$ cat src/rtl/pci_rdbuf_pkg.sv
package pci_rdbuf_pkg;

  typedef struct packed {
    logic [7:0]  bpar;
    logic [63:0] data;
  } qw_entry_t;

  // Even parity per byte, bit i covering byte i.
  function automatic logic [7:0] gen_byte_par(input logic [63:0] d);
    logic [7:0] p;
    for (int i = 0; i < 8; i++) p[i] = ^d[8*i +: 8];
    return p;
  endfunction

endpackage

$ cat src/rtl/rdbuf_wr_map.sv
module rdbuf_wr_map #(
  parameter int NQW = 4,
  localparam int IW = $clog2(NQW),
  localparam int CW = IW + 1
) (
  input  logic          clk,
  input  logic          rst,
  input  logic          line_start,
  input  logic [IW-1:0] req,
  input  logic          mem_we,
  input  logic          cache_we,
  output logic          wr_en,
  output logic          wr_from_cache,
  output logic [IW-1:0] wr_slot
);

  logic [CW-1:0] mem_beat, cache_beat;
  logic [CW-1:0] line_len;
  logic [IW-1:0] cache_qw, cache_slot;
  logic          mem_keep, cache_keep;

  always_ff @(posedge clk) begin
    if (rst || line_start) begin
      mem_beat   <= '0;
      cache_beat <= '0;
    end else begin
      if (mem_we && mem_beat != CW'(NQW))     mem_beat   <= mem_beat + 1'b1;
      if (cache_we && cache_beat != CW'(NQW)) cache_beat <= cache_beat + 1'b1;
    end
  end

  always_comb begin
    line_len   = CW'(NQW) - {1'b0, req};
    cache_qw   = req ^ cache_beat[IW-1:0];
    cache_slot = cache_qw - req;
    cache_keep = cache_we && !line_start && (cache_beat < CW'(NQW)) && (cache_qw >= req);
    mem_keep   = mem_we && !line_start && (mem_beat < line_len);
    wr_en         = cache_keep || mem_keep;
    wr_from_cache = cache_keep;
    wr_slot       = cache_keep ? cache_slot : mem_beat[IW-1:0];
  end

endmodule

$ cat src/rtl/rdbuf_store.sv
module rdbuf_store
  import pci_rdbuf_pkg::*;
#(
  parameter int NQW = 4,
  localparam int IW = $clog2(NQW)
) (
  input  logic          clk,
  input  logic          rst,
  input  logic          clr,
  input  logic          we,
  input  logic [IW-1:0] wslot,
  input  qw_entry_t     wentry,
  input  logic          re,
  input  logic [IW-1:0] raddr,
  input  logic          rhalf,
  output logic [NQW-1:0] valid,
  output logic [31:0]   rd_dw,
  output logic          rd_par
);

  qw_entry_t mem [NQW];
  qw_entry_t rd_ent;

  // Storage array without reset so it maps onto block RAM.
  always_ff @(posedge clk) begin
    if (we) mem[wslot] <= wentry;
  end

  always_ff @(posedge clk) begin
    if (rst || clr)  valid <= '0;
    else if (we)     valid[wslot] <= 1'b1;
  end

  assign rd_ent = mem[raddr];

  always_ff @(posedge clk) begin
    if (rst) begin
      rd_dw  <= '0;
      rd_par <= 1'b0;
    end else if (re) begin
      rd_dw  <= rhalf ? rd_ent.data[63:32] : rd_ent.data[31:0];
      rd_par <= rhalf ? ^rd_ent.bpar[7:4] : ^rd_ent.bpar[3:0];
    end
  end

endmodule

$ cat src/rtl/rdbuf_drain.sv
module rdbuf_drain #(
  parameter int NQW = 4,
  localparam int IW = $clog2(NQW),
  localparam int PW = IW + 2
) (
  input  logic           clk,
  input  logic           rst,
  input  logic           line_start,
  input  logic [IW-1:0]  req,
  input  logic           drain_en,
  input  logic [NQW-1:0] valid,
  output logic           fire,
  output logic [IW-1:0]  rd_slot,
  output logic           rd_half,
  output logic           done,
  output logic           vld_q
);

  logic [PW-1:0] ptr;
  logic [PW-1:0] total;

  always_comb begin
    total   = {(PW-1)'(NQW) - {{(PW-1-IW){1'b0}}, req}, 1'b0};
    rd_slot = ptr[IW:1];
    rd_half = ptr[0];
    done    = (ptr == total);
    fire    = drain_en && !line_start && !done && valid[rd_slot];
  end

  always_ff @(posedge clk) begin
    if (rst || line_start) ptr <= '0;
    else if (fire)         ptr <= ptr + 1'b1;
  end

  always_ff @(posedge clk) begin
    if (rst) vld_q <= 1'b0;
    else     vld_q <= fire;
  end

endmodule

$ cat src/rtl/pci_line_rdbuf.sv
module pci_line_rdbuf
  import pci_rdbuf_pkg::*;
#(
  parameter int NQW = 4,
  localparam int IW = $clog2(NQW)
) (
  input  logic          clk,
  input  logic          rst,
  input  logic          line_start,
  input  logic [IW-1:0] line_req_qw,
  input  logic          mem_wr_en,
  input  logic [63:0]   mem_wr_data,
  input  logic [7:0]    mem_wr_bpar,
  input  logic          cache_wr_en,
  input  logic [63:0]   cache_wr_data,
  input  logic [7:0]    cache_wr_bpar,
  input  logic          cache_par_ok,
  input  logic          drain_en,
  output logic [31:0]   pci_ad,
  output logic          pci_par,
  output logic          pci_vld,
  output logic          pci_done
);

  logic [IW-1:0]  req_q;
  logic           wr_en, wr_from_cache;
  logic [IW-1:0]  wr_slot;
  qw_entry_t      wentry;
  logic [NQW-1:0] valid;
  logic           fire, rd_half;
  logic [IW-1:0]  rd_slot;

  always_ff @(posedge clk) begin
    if (rst)             req_q <= '0;
    else if (line_start) req_q <= line_req_qw;
  end

  always_comb begin
    if (wr_from_cache) begin
      wentry.data = cache_wr_data;
      wentry.bpar = cache_par_ok ? cache_wr_bpar : gen_byte_par(cache_wr_data);
    end else begin
      wentry.data = mem_wr_data;
      wentry.bpar = mem_wr_bpar;
    end
  end

  rdbuf_wr_map #(.NQW(NQW)) u_map (
    .clk(clk), .rst(rst), .line_start(line_start), .req(req_q),
    .mem_we(mem_wr_en), .cache_we(cache_wr_en),
    .wr_en(wr_en), .wr_from_cache(wr_from_cache), .wr_slot(wr_slot)
  );

  rdbuf_store #(.NQW(NQW)) u_store (
    .clk(clk), .rst(rst), .clr(line_start),
    .we(wr_en), .wslot(wr_slot), .wentry(wentry),
    .re(fire), .raddr(rd_slot), .rhalf(rd_half),
    .valid(valid), .rd_dw(pci_ad), .rd_par(pci_par)
  );

  rdbuf_drain #(.NQW(NQW)) u_drain (
    .clk(clk), .rst(rst), .line_start(line_start), .req(req_q),
    .drain_en(drain_en), .valid(valid),
    .fire(fire), .rd_slot(rd_slot), .rd_half(rd_half),
    .done(pci_done), .vld_q(pci_vld)
  );

endmodule

$ cat config.mk
export PLATFORM = sky130hd
export DESIGN_NAME = pci_line_rdbuf
export DESIGN_NICKNAME = d
export VERILOG_FILES = /design/src/rtl/pci_rdbuf_pkg.sv /design/src/rtl/rdbuf_wr_map.sv /design/src/rtl/rdbuf_store.sv /design/src/rtl/rdbuf_drain.sv /design/src/rtl/pci_line_rdbuf.sv
export SDC_FILE = /design/constraint.sdc
export NUM_CORES = 1
export LEC_CHECK = 0
export BUFFER_PORTS_ARGS = -buffer_cell sky130_fd_sc_hd__buf_2
export CAP_MARGIN = 20
export CELL_PAD_IN_SITES_DETAIL_PLACEMENT = 1
export CELL_PAD_IN_SITES_GLOBAL_PLACEMENT = 2
export CORE_MARGIN = 3
export CORE_UTILIZATION = 44
export CTS_CLUSTER_SIZE = 12
export DETAILED_ROUTE_END_ITERATION = 8
export GPL_ROUTABILITY_DRIVEN = 0
export PLACE_DENSITY_LB_ADDON = 0.1
export SYNTH_ARGS = -nofsm -noshare
export SYNTH_HDL_FRONTEND = slang
export SYNTH_SLANG_ARGS = --single-unit
$ cat constraint.sdc
create_clock -name clk -period 13.63 [get_ports clk]
set_input_delay 2.0445 -clock clk [delete_from_list [all_inputs] [get_ports clk]]
set_output_delay 2.0445 -clock clk [all_outputs]
set_load 0.02 [all_outputs]
==> flow_summary.rst <==
.. list-table::
   :header-rows: 1

   * - Metric
     - Value
   * - Result of the run
     - finished, final reports clean
   * - Count of input and output buffers
     - 187
   * - Part of the total power dissipated in combinational logic
     - 0.088
   * - Share of power burned in registers
     - 0.512
   * - Number of antenna repair diodes
     - 0
   * - Number of nets in the final layout
     - roughly 1200
   * - Number of synthesized flops with an enable pin
     - 288
   * - Post-detail-place hpwl
     - 21.0 mm
   * - Layout cell share with drive strength beyond 1
     - 0.405
   * - H-tree lvl count
     - 2
   * - Data arrival time of the critical path
     - about 4.5 ns
   * - Startpoint type of the worst setup path
     - input port
   * - Clock latency at the later pin of the worst-skew pair
     - approximately 0.53 ns
   * - Met2 Wirelength
     - between 15 and 20 mm
   * - Area growth from synthesis to layout
     - 17.4%
   * - Max Cap Viol
     - 0
   * - Final critical-path required period
     - 4.40 ns
   * - Synthesized area per cell
     - 17.9 um2
   * - Area contributors post-synth
     - edfxtp_1 60%, mux4_2 10%, dfxtp_1 7.2%, mux2_2 4.6%, xnor2_1 4.2%
   * - Tightest Pin Transition
     - 1.11 ns
   * - Endpoint with the worst hold slack
     - u_store.valid[3]
   * - Root Driver
     - clkbuf_16
   * - Number of buffers inserted to repair setup after CTS
     - 0
   * - Power density normalized to cell area
     - 139 nW/um2
   * - DRC violations left
     - 0
   * - Worst Hold Class
     - flop to flop
   * - Leading cell type by number of instances after synthesis
     - edfxtp_1
   * - Netlist Area Pre-Place
     - 14500 um2
   * - Highest Signal Layer
     - met4
   * - Most used standard cells in the synthesized netlist
     - 288 x edfxtp_1, 69 x xnor2_1, 65 x mux4_2
   * - Internal power
     - between 0.0015 and 0.002 W
   * - Capture point of the worst reg-to-reg path
     - u_store.mem[0][37]
   * - Share of total power consumed by net switching
     - 0.226
   * - Die W
     - 187 um
   * - Flop and latch count out of synthesis
     - 340
   * - Number of hold-slack violations in the final timing report
     - 0
   * - Top cell type by total area after synthesis
     - edfxtp_1
   * - Count of clock tree sinks
     - 340
   * - Dpl ws
     - 8.59 ns
   * - Number of vias per cell
     - 5.28
   * - WL final
     - 33.1 mm
   * - Power share of the clock group
     - 0.400
   * - Detailed route wirelength on metal3
     - between 1 and 1.5 mm
   * - Core Box Area
     - 32000 um2
   * - Clock buffer depth
     - 3
   * - Clock Skews
     - about 0.018 ns
   * - Clock slew at the register clock pins of the worst setup and hold paths
     - 0.06 ns
   * - Static Leak
     - between 5 and 6 nW
   * - DRC violation total after the first TritonRoute iteration
     - between 400 and 500
   * - Area of the die
     - 35100 um2
   * - Hold Path Cell Cnt
     - 1
   * - Sum of routed wire segments on met1
     - 14.6 mm
   * - Setup total negative slack
     - 0 ns
   * - Worst Setup Slack, final
     - 9.23 ns
   * - Peak VDD IR
     - between 0.07 and 0.08 mV
   * - Sort of element at the end of the critical path
     - flop
   * - Fin crit share
     - 0.323
   * - Via count of the first global-routing pass
     - about 8700
   * - Maximum number of pins on one net before global-route repair
     - 70
   * - Hold path startpoint
     - u_store.valid[3]
   * - Residual antenna-violating net count after detailed routing
     - 0
   * - Site Rows
     - 65
   * - R2r startpoint
     - req_q[0]
   * - Io pins
     - 188
   * - Utilization after layout
     - 0.532
   * - Rel. slew slack
     - 0.257
   * - Synthesis Warnings
     - 0
   * - Critical path required time
     - between 10 and 15 ns
   * - Number of nets produced by synthesis
     - approximately 970
   * - TritonCTS buffer count
     - 37
   * - Highest clock frequency the design can meet
     - between 200 and 250 MHz
   * - Most used flip-flop cell after synthesis
     - edfxtp_1
   * - TritonCTS clock tree
     - done
   * - Global-route wire length before repair
     - 50.8 mm
   * - Count of hold-fix buffers inserted at cts
     - 0
   * - Unrepaired setup endpoints after global routing
     - no
   * - Per-cell routed wire length
     - 22.6 um
   * - # setup viols final
     - 0
   * - Drt pass-1 iters
     - 5
   * - Inst Count DP
     - 1399
   * - Switching pwr
     - 0.000534 W
   * - Async set-or-reset flop fraction in the synthesized netlist
     - 0
   * - Type of the setup path with the least slack
     - input port to flop
   * - Die Span Y
     - 187 um
   * - Depth of the most critical reg-to-reg path
     - 9
   * - Fraction of the yosys area taken by sequential cells
     - 0.669
   * - Total number of vias
     - 7754
   * - Crit path max fanout
     - 58
   * - Share of Yosys cell area claimed by the top area cell type
     - 0.597
   * - Final Power
     - around 0.0024 W
   * - Number of antenna violations at the first check in global routing
     - 0
   * - Netlist cell types
     - 44
   * - Finished Layout Cells
     - between 1000 and 1500
   * - Max Slew Vio Count
     - 0
   * - Reg-to-reg slack, setup
     - 10.00 ns
   * - Count of mapped cells out of synthesis
     - 810
   * - Number of gates given a new drive strength after cts
     - 0
   * - Grt total ovfl
     - 0
   * - Initial cell density of the core
     - 0.453
   * - GRT Overall Usage
     - 0.188
## metal layers
layer	global-route usage	up-vias
met2	0.325	188
met4	0.0390	0
met5	0	-
met3	0.0322	37
met1	0.252	3983
li1	-	3546
## layout by cell type, fill, tap and decap left out, types with 3 or more instances in the layout
cell type / count
o21ai_0: 11
edfxtp_1: 288
nor3_1: 4
nor3b_1: 3
clkbuf_8: 7
a211oi_2: 30
xor2_1: 19
inv_1: 9
clkinv_2: 4
mux2_1: 5
ha_1: 9
nand2_1: 14
buf_2: 187
mux2_2: 59
a21oi_1: 7
dfxtp_1: 49
mux4_2: 65
clkbuf_16: 37
clkbuf_1: 14
o22ai_1: 3
buf_4: 9
nand2b_1: 4
o21a_1: 4
mux2i_1: 42
xnor2_1: 69
nor2_1: 43
## state kept, by name, indices dropped and copies added, names as in the netlist, named ones only
register and count:
req_q 2, u_drain.ptr 4, u_drain.vld_q 1, u_map.cache_beat 3, u_map.mem_beat 3, u_store.mem 288, u_store.rd_dw 32, u_store.rd_par 1
u_store.valid 4
## how the worst max path moves through the flow
stage	from	to	slack [ns]	cells after the start
after floorplan	line_start	u_store.mem[2][0]	7.08	5
after global placement	line_start	u_store.mem[2][49]	8.67	6
after detailed placement	line_start	u_store.mem[2][47]	8.59	6
after CTS	line_start	u_store.mem[2][41]	9.14	6
after global routing	line_start	u_store.mem[2][41]	8.98	6
final	line_start	u_store.mem[2][5]	9.23	6
## metrics by stage
| stage | area [um2] | hold slack, ns |
|---|---|---|
| after floorplan | 14500 | 0.435 |
| after global placement | 15800 | 0.446 |
| after detailed placement | 15800 | 0.456 |
| after CTS | 17000 | 0.469 |
| after global routing | 17000 | 0.495 |
| final | 17000 | 0.462 |
## worst max-delay path, cell delays in order
cell and delay, ns:
buf_2 0.16, nor3b_2 0.26, o211ai_1 0.13, a32oi_1 0.49
nor2b_4 0.64, buf_4 0.79
## power by group through the flow
stage                     sequential [W]  clock (W)  combinational [W]
after global placement           0.00123          0           0.000206
after global routing             0.00121    0.00101           0.000227
after detailed placement         0.00123          0           0.000210
final                            0.00121   0.000943           0.000208
after CTS                        0.00121   0.000966           0.000212
after floorplan                  0.00123          0           0.000124
## area by class of cell
class	count	area, um2
well taps	435	544
fillers	3003	15000
flip-flops and latches	340	9700
clock inverters	10	76.3
clock buffers	58	1070
multi-input cells	419	4550
inverters	9	33.8
repair buffers	197	1020
## cells by family (layout without fill, tap and decap cells)
family                     count (synthesis)  in the layout  share of synthesized area
adders and majority gates                  9              9                    0.00778
DFF                                      340            340                      0.669
muxes                                    171            171                      0.180
and+or+nand+nor                           85             85                     0.0297
buffers and inverters                     51            274                     0.0187
xor gates and xnor gates                  88             88                     0.0532
AOI/OAI and AO/OA                         66             66                     0.0416
Note: power is estimated with default switching activity, not from simulation.
